<file path="config.mk">
export PLATFORM = sky130hd
export DESIGN_NAME = rom_bus_ctrl
export DESIGN_NICKNAME = d
export VERILOG_FILES = /design/src/rtl/rom_bus_pkg.sv /design/src/rtl/rom_strap_sampler.sv /design/src/rtl/rom_range_check.sv /design/src/rtl/rom_cycle_fsm.sv /design/src/rtl/rom_bus_ctrl.sv
export SDC_FILE = /design/constraint.sdc
export NUM_CORES = 1
export LEC_CHECK = 0
export ABC_AREA = 1
export BUFFER_PORTS_ARGS = -buffer_cell sky130_fd_sc_hd__clkbuf_2
export CAP_MARGIN = 20
export CORE_UTILIZATION = 45
export CTS_BUF_LIST = sky130_fd_sc_hd__clkbuf_8
export DETAILED_ROUTE_END_ITERATION = 10
export GPL_ROUTABILITY_DRIVEN = 1
export PLACE_DENSITY = 0.74
export SYNTH_ARGS = -nofsm -noshare
export SYNTH_HDL_FRONTEND = slang
export SYNTH_HIERARCHICAL = 1
export SYNTH_SLANG_ARGS = --single-unit
</file>
<file path="constraint.sdc">
create_clock -name clk -period 2.2 [get_ports clk]
set_input_delay 0.33 -clock clk [delete_from_list [all_inputs] [get_ports clk]]
set_output_delay 0.33 -clock clk [all_outputs]
set_load 0.05 [all_outputs]
</file>
<file path="src/rtl/rom_bus_pkg.sv">
`timescale 1ns/1ps
package rom_bus_pkg;
    localparam int SIZE_W = 3;
    localparam int WAIT_W = 2;

    typedef enum logic [2:0] {
        ST_STRAP,
        ST_IDLE,
        ST_ASETUP,
        ST_ASTRB,
        ST_AHOLD,
        ST_READ,
        ST_RESP
    } rom_state_e;

    typedef struct packed {
        logic [WAIT_W-1:0] wait_code;
        logic [SIZE_W-1:0] size_code;
    } rom_cfg_t;
endpackage

</file>
<file path="src/rtl/rom_strap_sampler.sv">
`timescale 1ns/1ps
module rom_strap_sampler
    import rom_bus_pkg::*;
#(
    parameter int BUS_W       = 8,
    parameter int STRAP_DELAY = 4
) (
    input  logic             clk,
    input  logic             rst_n,
    input  logic [BUS_W-1:0] bus_in,
    output logic             cfg_done,
    output rom_cfg_t         cfg
);
    localparam int CNT_W  = $clog2(STRAP_DELAY + 1);
    localparam int USED_W = SIZE_W + WAIT_W;

    logic [CNT_W-1:0] cnt_q;
    logic             done_q;
    rom_cfg_t         cfg_q;
    logic             unused_hi;

    // Bits above the size and wait fields are pulled up but carry no meaning.
    assign unused_hi = ^bus_in[BUS_W-1:USED_W];

    always_ff @(posedge clk) begin
        if (!rst_n) begin
            cnt_q  <= '0;
            done_q <= 1'b0;
            cfg_q  <= '0;
        end else if (!done_q) begin
            if (cnt_q == CNT_W'(STRAP_DELAY - 1)) begin
                done_q <= 1'b1;
                cfg_q  <= rom_cfg_t'(bus_in[USED_W-1:0]);
            end else begin
                cnt_q <= cnt_q + 1'b1;
            end
        end
    end

    assign cfg_done = done_q;
    assign cfg      = cfg_q;

    // the sampled straps never change once sampling is complete
    assert_cfg_frozen_R2: assert property (@(posedge clk) disable iff (!rst_n)
        cfg_done |=> cfg_done && $stable(cfg));
endmodule

</file>
<file path="src/rtl/rom_range_check.sv">
`timescale 1ns/1ps
module rom_range_check
    import rom_bus_pkg::*;
#(
    parameter int ADDR_W    = 20,
    parameter int BASE_LOG2 = 14,
    parameter int NUM_LAT   = 3,
    parameter int IDX_W     = 2
) (
    input  logic [SIZE_W-1:0] size_code,
    input  logic [ADDR_W-1:0] addr,
    output logic              out_of_range,
    output logic [IDX_W-1:0]  last_idx
);
    localparam int MAX_CODE = ADDR_W - BASE_LOG2;
    localparam int EXP_W    = $clog2(ADDR_W + 8) + 1;

    logic [SIZE_W-1:0] eff_code;
    logic [EXP_W-1:0]  size_log2;
    logic [EXP_W-1:0]  n_bytes;

    always_comb begin
        eff_code     = (size_code > SIZE_W'(MAX_CODE)) ? SIZE_W'(MAX_CODE) : size_code;
        size_log2    = EXP_W'(BASE_LOG2) + EXP_W'(eff_code);
        out_of_range = (addr >> size_log2) != '0;
        n_bytes      = (size_log2 + EXP_W'(7)) >> 3;
        last_idx     = IDX_W'(n_bytes - EXP_W'(1));
    end

    // the number of address bytes stays within the available holding registers
    assert_lat_count_R4: assert final (32'(last_idx) < NUM_LAT);
endmodule

</file>
<file path="src/rtl/rom_cycle_fsm.sv">
`timescale 1ns/1ps
module rom_cycle_fsm
    import rom_bus_pkg::*;
#(
    parameter int ADDR_W  = 20,
    parameter int BUS_W   = 8,
    parameter int NUM_LAT = 3,
    parameter int IDX_W   = 2
) (
    input  logic              clk,
    input  logic              rst_n,
    input  logic              cfg_done,
    input  logic [WAIT_W-1:0] wait_code,
    input  logic [IDX_W-1:0]  last_idx,
    input  logic              req_oor,
    input  logic              req_valid,
    input  logic [ADDR_W-1:0] req_addr,
    output logic              req_ready,
    output logic              rsp_valid,
    output logic [BUS_W-1:0]  rsp_data,
    output logic              rsp_err,
    input  logic [BUS_W-1:0]  bus_in,
    output logic [BUS_W-1:0]  bus_out,
    output logic              bus_oe,
    output logic [NUM_LAT-1:0] addr_stb,
    output logic              rom_rd_en,
    output logic              rom_wr_en
);
    localparam int PAD_W = NUM_LAT * BUS_W;
    localparam int CNT_W = WAIT_W + 1;

    rom_state_e        state_q, state_d;
    logic [PAD_W-1:0]  addr_q;
    logic [IDX_W-1:0]  idx_q;
    logic [CNT_W-1:0]  cnt_q;
    logic [CNT_W-1:0]  rd_last;
    logic [BUS_W-1:0]  data_q;
    logic              err_q;

    // read phase spans 2 + wait cycles: counter runs 0 .. wait+1
    assign rd_last = {1'b0, wait_code} + CNT_W'(1);

    always_comb begin
        state_d = state_q;
        unique case (state_q)
            ST_STRAP:  if (cfg_done) state_d = ST_IDLE;
            ST_IDLE:   if (req_valid) state_d = req_oor ? ST_RESP : ST_ASETUP;
            ST_ASETUP: state_d = ST_ASTRB;
            ST_ASTRB:  state_d = ST_AHOLD;
            ST_AHOLD:  state_d = (idx_q == last_idx) ? ST_READ : ST_ASETUP;
            ST_READ:   if (cnt_q == rd_last) state_d = ST_RESP;
            ST_RESP:   state_d = ST_IDLE;
            default:   state_d = ST_STRAP;
        endcase
    end

    always_ff @(posedge clk) begin
        if (!rst_n) begin
            state_q <= ST_STRAP;
            addr_q  <= '0;
            idx_q   <= '0;
            cnt_q   <= '0;
            data_q  <= '0;
            err_q   <= 1'b0;
        end else begin
            state_q <= state_d;
            case (state_q)
                ST_IDLE: if (req_valid) begin
                    addr_q <= PAD_W'(req_addr);
                    err_q  <= req_oor;
                    idx_q  <= '0;
                end
                ST_AHOLD: begin
                    idx_q <= idx_q + 1'b1;
                    cnt_q <= '0;
                end
                ST_READ: begin
                    cnt_q <= cnt_q + 1'b1;
                    if (cnt_q == rd_last) data_q <= bus_in;
                end
                default: ;
            endcase
        end
    end

    always_comb begin
        bus_oe    = (state_q == ST_ASETUP) || (state_q == ST_ASTRB) || (state_q == ST_AHOLD);
        bus_out   = bus_oe ? addr_q[{idx_q, 3'b000} +: BUS_W] : '0;
        rom_rd_en = (state_q == ST_READ);
        rom_wr_en = 1'b0;
        req_ready = (state_q == ST_IDLE);
        rsp_valid = (state_q == ST_RESP);
        rsp_data  = data_q;
        rsp_err   = err_q;
    end

    for (genvar g = 0; g < NUM_LAT; g++) begin : g_stb
        assign addr_stb[g] = (state_q == ST_ASTRB) && (idx_q == IDX_W'(g));
    end

    // one holding register clocked at a time
    assert_stb_single_R5: assert property (@(posedge clk) disable iff (!rst_n)
        $onehot0(addr_stb));
    // strobes last a single cycle
    assert_stb_pulse_R5: assert property (@(posedge clk) disable iff (!rst_n)
        (|addr_stb) |=> (addr_stb == '0));
    // byte already driven in the cycle before the strobe
    assert_stb_setup_R5: assert property (@(posedge clk) disable iff (!rst_n)
        (|addr_stb) |-> bus_oe && $past(bus_oe) && $stable(bus_out));
    // byte still driven in the cycle after the strobe
    assert_stb_hold_R5: assert property (@(posedge clk) disable iff (!rst_n)
        (|addr_stb) |=> bus_oe && $stable(bus_out));
    // drivers released while the memory drives the bus
    assert_rd_undriven_R6: assert property (@(posedge clk) disable iff (!rst_n)
        rom_rd_en |-> !bus_oe);
    // an error response follows acceptance directly, with no bus cycle
    assert_err_no_cycle_R3: assert property (@(posedge clk) disable iff (!rst_n)
        (rsp_valid && rsp_err) |-> $past(req_ready) && !$past(rom_rd_en));
    // responses are single-cycle pulses
    assert_rsp_pulse_R7: assert property (@(posedge clk) disable iff (!rst_n)
        rsp_valid |=> !rsp_valid);
    // no acceptance while a response is presented
    assert_busy_not_ready_R7: assert property (@(posedge clk) disable iff (!rst_n)
        rsp_valid |-> !req_ready);
endmodule

</file>
<file path="src/rtl/rom_bus_ctrl.sv">
`timescale 1ns/1ps
module rom_bus_ctrl
    import rom_bus_pkg::*;
#(
    parameter int ADDR_W      = 20,
    parameter int BUS_W       = 8,
    parameter int BASE_LOG2   = 14,
    parameter int STRAP_DELAY = 4,
    localparam int NUM_LAT    = (ADDR_W + BUS_W - 1) / BUS_W
) (
    input  logic               clk,
    input  logic               rst_n,
    input  logic               req_valid,
    input  logic [ADDR_W-1:0]  req_addr,
    output logic               req_ready,
    output logic               rsp_valid,
    output logic [BUS_W-1:0]   rsp_data,
    output logic               rsp_err,
    input  logic [BUS_W-1:0]   bus_in,
    output logic [BUS_W-1:0]   bus_out,
    output logic               bus_oe,
    output logic [NUM_LAT-1:0] addr_stb,
    output logic               rom_rd_en,
    output logic               rom_wr_en,
    output logic               cfg_done
);
    localparam int IDX_W = (NUM_LAT > 1) ? $clog2(NUM_LAT) : 1;

    rom_cfg_t         cfg;
    logic             req_oor;
    logic [IDX_W-1:0] last_idx;

    rom_strap_sampler #(
        .BUS_W      (BUS_W),
        .STRAP_DELAY(STRAP_DELAY)
    ) u_strap (
        .clk     (clk),
        .rst_n   (rst_n),
        .bus_in  (bus_in),
        .cfg_done(cfg_done),
        .cfg     (cfg)
    );

    rom_range_check #(
        .ADDR_W   (ADDR_W),
        .BASE_LOG2(BASE_LOG2),
        .NUM_LAT  (NUM_LAT),
        .IDX_W    (IDX_W)
    ) u_range (
        .size_code   (cfg.size_code),
        .addr        (req_addr),
        .out_of_range(req_oor),
        .last_idx    (last_idx)
    );

    rom_cycle_fsm #(
        .ADDR_W (ADDR_W),
        .BUS_W  (BUS_W),
        .NUM_LAT(NUM_LAT),
        .IDX_W  (IDX_W)
    ) u_fsm (
        .clk      (clk),
        .rst_n    (rst_n),
        .cfg_done (cfg_done),
        .wait_code(cfg.wait_code),
        .last_idx (last_idx),
        .req_oor  (req_oor),
        .req_valid(req_valid),
        .req_addr (req_addr),
        .req_ready(req_ready),
        .rsp_valid(rsp_valid),
        .rsp_data (rsp_data),
        .rsp_err  (rsp_err),
        .bus_in   (bus_in),
        .bus_out  (bus_out),
        .bus_oe   (bus_oe),
        .addr_stb (addr_stb),
        .rom_rd_en(rom_rd_en),
        .rom_wr_en(rom_wr_en)
    );

    // no driving and no acceptance before the straps are known
    assert_quiet_before_cfg_R1: assert property (@(posedge clk) disable iff (!rst_n)
        !cfg_done |-> !bus_oe && !req_ready && (addr_stb == '0));
endmodule

</file>
==> metrics, run 1 <==
outcome=completed; Die Span X=73.7 microns; post-layout util=57.0%; global-route wire length before repair=8.36 mm; commonest non-fill, non-tap cells in the layout=nor2_1 (88), nand2_1 (77), clkbuf_2 (47), dfxtp_1 (45), inv_1 (35); CTS tree=yes; clock sink count=46; final setup fails=0; vias in the first global route=1959; Ant. Diodes=0; WL per Instance=10.8 microns; Worst Setup SP=u_fsm/state_q[1]$_SDFFE_PN0P_; most common cell after layout, fill and taps aside=nor2_1; reg2reg setup slack=0.66 ns; Max-cap violations=0; Crit Path Category=reg -> out; Peak Freq=478 MHz; die span in y=73.7 microns; Fillers=466; Net Count, Synth=382; DP Area=2630 sq um; Via-to-Cell Ratio=4.69; Hold WC Path Type=in -> reg; Final Cycle Share=95.1%; H-tree levels=2; Initial DRC Count=153; unrepaired setup endpoints after global routing=no; Design Area, Final=2770 sq um; Syn-to-layout area delta=19.5%; cell area after synthesis=2310 sq um; Core Rows=25; # IOs=57; total grt overflow=0; Worst-Skew Late Latency=0.29 ns; largest net degree at the start of global routing=24; CTS clk-pin slew, worst paths=0.08 ns; number of antenna violations at the first check in global routing=0; gp weighted congestion=0.905; unique cell type count in the Yosys netlist=29; crit-path max FO=8; Initial Util=47.7%; Worst setup EP type=output port; placed wire-length estimate=3.77 mm; Fin. Hold Viols=0; final WL=5.04 mm; setup TNS=0 ns; Setup WS pre-CTS=0.314 ns; Num CTS Buffers=5; synth warn=6; Syn Area/Cell=6.73 sq um; Setup crit end=bus_out[2]; Crit path required time=1.87 ns; RR Endpoint=u_fsm/addr_q[8]$_SDFFE_PN0P_; reg2reg path depth=8; Cells after Synth=344; Worst VDD drop=0.000632 V; I/O Buffers=55; Critical Path Start Type=register; final net count=436; DR DRC count=0; DIE AREA=5430 sq um; vias post-DR=2187; Seq/Total Area, Yosys=39.8%; post-layout minimum cycle time=2.09 ns; leakage=1.36 nW; clk buf depth=2; PD cells=997 nW/um^2; non-filler cells, final=466; core area=4850 sq um; gr usage total=19.9%; worst-case clock skew=0.00434 ns; Routed Antenna Nets=0; synthesized flop and latch total=46; dpl cells=458; Clock Root Buffer=clkbuf_8; DR pass1 iterations=4; Worst EP arrival=1.76 ns; fin worst setup slack=0.108 ns; share of cells above drive strength 1=21.8%; r2r startpoint=u_fsm/state_q[0]$_SDFFE_PN0P_; max-slew violation count=0
## critical path: stages, from the launching register on
cell,delay [ns]
dfxtp_1,0.34
inv_2,0.12
nand2_1,0.12
nor2_4,0.15
inv_2,0.08
o21ai_4,0.11
nand2_4,0.14
o21ai_2,0.13
buf_2,0.27
## worst min-delay path by stage
stage | start | end | depth (start not counted) | slack, ns
2_1_floorplan | u_fsm/addr_q[8]$_SDFFE_PN0P_ | u_fsm/addr_q[8]$_SDFFE_PN0P_ | 2 | 0.45
4_1_cts | bus_in[6] | u_fsm/rsp_data[6]$_SDFFE_PN0P_ | 3 | 0.25
3_3_place_gp | u_fsm/addr_q[10]$_SDFFE_PN0P_ | u_fsm/addr_q[10]$_SDFFE_PN0P_ | 2 | 0.46
5_1_grt | bus_in[5] | u_fsm/rsp_data[5]$_SDFFE_PN0P_ | 3 | 0.27
6_report | bus_in[7] | u_fsm/rsp_data[7]$_SDFFE_PN0P_ | 3 | 0.26
3_5_place_dp | u_strap/cnt_q[2]$_SDFFE_PN0P_ | u_strap/cnt_q[2]$_SDFFE_PN0P_ | 2 | 0.47
## per-layer routing
layer | routed length (microns) | GRT usage, % | up-vias
li1 | - | - | 1171
met1 | 2430 | 25.9 | 958
met2 | 2340 | 32.6 | 51
met3 | 214 | 3.57 | 7
met4 | 58 | 7.48 | 0
met5 | 0 | 0 | -
## state kept, by name (all words and copies together) (netlist names)
signal            cells
u_fsm/cnt_q           3
u_fsm/addr_q         20
u_strap/cfg_done      1
u_fsm/idx_q           2
u_fsm/state_q         3
u_strap/cnt_q         3
u_strap/cfg           5
u_fsm/rsp_data        8
u_fsm/rsp_err         1
## final cells by class
cell class                 count  area [sq um]  share of cell area, %
inverter                      42           158                   5.70
tap                           67          83.8                   3.03
multi-input combinational    245          1180                   42.7
clock buffer                   5          68.8                   2.49
sequential                    46           922                   33.3
clock inverter                 3          37.5                   1.36
timing repair buffer          58           315                   11.4
## Yosys cell counts
library cell / n / area (sq um)
nand3_1: 12 / 60.1
buf_2: 2 / 10.0
nand4_4: 1 / 21.3
nor3_1: 2 / 10.0
nand2_1: 77 / 289
mux2i_1: 4 / 40.0
ha_1: 7 / 87.6
o21ai_0: 23 / 115
clkbuf_1: 4 / 15.0
inv_1: 33 / 124
o21ai_2: 5 / 43.8
conb_1: 1 / 3.75
dfxtp_1: 46 / 921
buf_6: 1 / 11.3
nor2_2: 1 / 6.26
nand3b_1: 1 / 7.51
nand4_1: 4 / 25.0
nand2_4: 1 / 11.3
clkbuf_2: 1 / 5.00
a21oi_2: 1 / 8.76
xnor2_1: 1 / 8.76
nor2_1: 88 / 330
o211ai_1: 1 / 7.51
inv_2: 8 / 30.0
a21oi_1: 10 / 50.1
buf_4: 3 / 22.5
clkinv_1: 1 / 3.75
nand2_2: 2 / 12.5
nor2_4: 3 / 33.8
## through the flow
stage / power, W / hold slack (ns)
finish: 0.00276 / 0.257
global route: 0.00296 / 0.266
CTS: 0.00275 / 0.253
detailed placement: 0.00215 / 0.472
global placement: 0.00212 / 0.462
floorplan: 0.00192 / 0.453
## logic make-up (layout without fill, tap and decap cells)
kind of cell / count (synthesis) / after routing / share of synthesized area [%]
mux: 4 / 4 / 1.73
compound gates: 40 / 40 / 9.73
fa+ha+maj: 7 / 7 / 3.78
xor+xnor: 1 / 1 / 0.378
buf+inv: 53 / 108 / 9.57
simple gates: 192 / 192 / 34.9
other cells: 1 / 1 / 0.162
flops: 46 / 46 / 39.8
## power breakdown
group | switching, W | total (W) | internal (W)
registers | 0.000111 | 0.00109 | 0.000983
clock network | 0.000272 | 0.000603 | 0.000331
logic | 0.000725 | 0.00106 | 0.000337
## timing repair
action                                  CTS  global route
hold buffers                              0             0
hold endpoints to repair                  0             0
endpoints found under the setup margin    5             8
pin swaps                                 0             1
gates resized for setup                   5             9
buffers inserted                          0             0
No activity file was read; power rests on OpenSTA's default activity.
==> inputs of run 2 (changes only) <==
--- a/config.mk
+++ b/config.mk
@@ -8,11 +8,12 @@
 export ABC_AREA = 1
 export BUFFER_PORTS_ARGS = -buffer_cell sky130_fd_sc_hd__clkbuf_2
 export CAP_MARGIN = 20
-export CORE_UTILIZATION = 45
+export CORE_UTILIZATION = 30
 export CTS_BUF_LIST = sky130_fd_sc_hd__clkbuf_8
 export DETAILED_ROUTE_END_ITERATION = 10
 export GPL_ROUTABILITY_DRIVEN = 1
-export PLACE_DENSITY = 0.74
+export PLACE_DENSITY = 0.55
+export REMOVE_ABC_BUFFERS = 1
 export SYNTH_ARGS = -nofsm -noshare
 export SYNTH_HDL_FRONTEND = slang
 export SYNTH_HIERARCHICAL = 1
==> run 2 against run 1 <==
Largest cell class unchanged. Clock power fell by 13%. Critical endpoint is now bus_out[6]. Setup slack improved by 0.020 ns. Cell count rose by 7.5%.
==> metrics, run 2 (synthesis results as in run 1) <==
final WL=5.32 mm (was 5.04 mm); busiest grt layer=met2 (unchanged); final net count=439 (was 436); met3 usage=3.21% (was 3.57%); total grt overflow=0 (unchanged); leakage=1.36 nW (about the same); setup TNS=0 ns (unchanged); Reg area=922 sq um (unchanged); gr usage total=13.6% (was 19.9%); Num CTS Buffers=5 (unchanged); # IOs=57 (unchanged); WL per Instance=10.6 microns (was 10.8 microns); Initial DRC Count=77 (was 153); Core Rows=31 (was 25); Fin. Hold Viols=0 (unchanged); global-route wire length before repair=9.14 mm (was 8.36 mm); non-filler cells, final=501 (was 466); Via-to-Cell Ratio=4.36 (was 4.69); most common cell after layout, fill and taps aside=nor2_1 (unchanged); M2 GR Usage=22.8% (was 32.6%); vias in the first global route=2017 (was 1959); Largest register FFs=20 (unchanged); max-slew violation count=0 (unchanged); Max-cap violations=0 (unchanged); CTS clk-pin slew, worst paths=0.09 ns (was 0.08 ns); core area=7370 sq um (was 4850 sq um); Peak Freq=482 MHz (was 478 MHz); post-layout minimum cycle time=2.07 ns (was 2.09 ns); commonest non-fill, non-tap cells in the layout=nor2_1 (88), nand2_1 (77), clkbuf_2 (47), dfxtp_1 (45), inv_1 (34) (was nor2_1 (88), nand2_1 (77), clkbuf_2 (47), dfxtp_1 (45), inv_1 (35)); Die Span X=89.8 microns (was 73.7 microns); clock sink count=46 (unchanged); CTS tree=yes (unchanged); number of antenna violations at the first check in global routing=0 (unchanged); Final Cycle Share=94.2% (was 95.1%); Routed Antenna Nets=0 (unchanged); final setup fails=0 (unchanged); Crit Path Category=reg -> out (unchanged); share of cells above drive strength 1=22.6% (was 21.8%); footprint of the multi-input gates=1180 sq um (unchanged); Initial Util=31.4% (was 47.7%); vias post-DR=2184 (was 2187); unrepaired setup endpoints after global routing=no (unchanged); dpl cells=490 (was 458); DR pass1 iterations=4 (unchanged); Critical Path Start Type=register (unchanged); Syn-to-layout area delta=21.6% (was 19.5%); Worst-Skew Late Latency=0.29 ns (about the same); DIE AREA=8070 sq um (was 5430 sq um); Crit path required time=1.87 ns (about the same); Clock Root Buffer=clkbuf_8 (unchanged); GRT met1 Usage=17.5% (was 25.9%); Fillers=826 (was 466); crit-path max FO=8 (unchanged); reg2reg setup slack=0.58 ns (was 0.66 ns); I/O Buffers=55 (unchanged); Most flops, register=u_fsm/addr_q (unchanged); outcome=completed (unchanged); Worst setup EP type=output port (unchanged); Ant. Diodes=0 (unchanged); clk buf depth=2 (unchanged); gp weighted congestion=0.795 (was 0.905); die span in y=89.8 microns (was 73.7 microns); placed wire-length estimate=3.94 mm (was 3.77 mm); H-tree levels=2 (unchanged); largest net degree at the start of global routing=27 (was 24); worst-case clock skew=0.00655 ns (was 0.00434 ns); DR DRC count=0 (unchanged); Worst VDD drop=0.000404 V (was 0.000632 V); Worst EP arrival=1.74 ns (was 1.76 ns); Hold WC Path Type=in -> reg (unchanged); PD cells=957 nW/um^2 (was 997 nW/um^2)
## run 2: area by class of cell
type / count / area share (%)
sequential: 46 / 32.8
inverter: 42 / 5.60
tap: 99 / 4.40
clock inverter: 2 / 0.311
timing repair buffer: 61 / 12.1
multi-input combinational: 245 / 41.9
clock buffer: 6 / 2.93
## run 2: where the power goes
group          internal, W  switching [W]
sequential        0.000983       0.000108
combinational     0.000349       0.000732
clock             0.000249       0.000273
## run 2: metal layers
layer  part of all wire, %  vias up
li1                      -     1176
met1                    48      965
met2                    48       35
met3                   3.4        8
met4                   1.3        0
met5                     0        -
## run 2: through the flow
step                hold WS (ns)  power (W)  instance area (sq um)  util (%)  worst slack [ns]
floorplan                  0.442    0.00189                   2250         -            -0.139
CTS                        0.252    0.00270                   2790      37.8            0.0119
finish                     0.254    0.00269                   2820      38.2             0.127
detailed placement         0.472    0.00216                   2670      36.3             0.263
global route               0.259    0.00293                   2820      38.2           0.00143
global placement           0.463    0.00215                   2670      36.3             0.319
## run 2: timing repair
item	CTS	global route
resized for setup	9	2
hold buffers	0	0
buffers inserted	0	3
setup endpoints to repair	8	8
pin swaps	0	1
## run 2: worst paths after layout
kind	depth (start not counted)	to	from
setup / recovery	8	bus_out[6]	u_fsm/state_q[1]$_SDFFE_PN0P_
hold / removal	3	u_fsm/rsp_data[6]$_SDFFE_PN0P_	bus_in[6]
setup reg to reg	8	u_fsm/addr_q[10]$_SDFFE_PN0P_	u_fsm/state_q[0]$_SDFFE_PN0P_
hold reg to reg	2	u_fsm/addr_q[3]$_SDFFE_PN0P_	u_fsm/addr_q[3]$_SDFFE_PN0P_
## run 2: critical path, stage by stage, from the launching register on
cell and delay [ns]:
dfxtp_1 0.35, inv_2 0.10, nand2_1 0.12, nor2_4 0.14, inv_2 0.08, o21ai_4 0.12
nand2_4 0.14, a21oi_1 0.17, buf_4 0.22
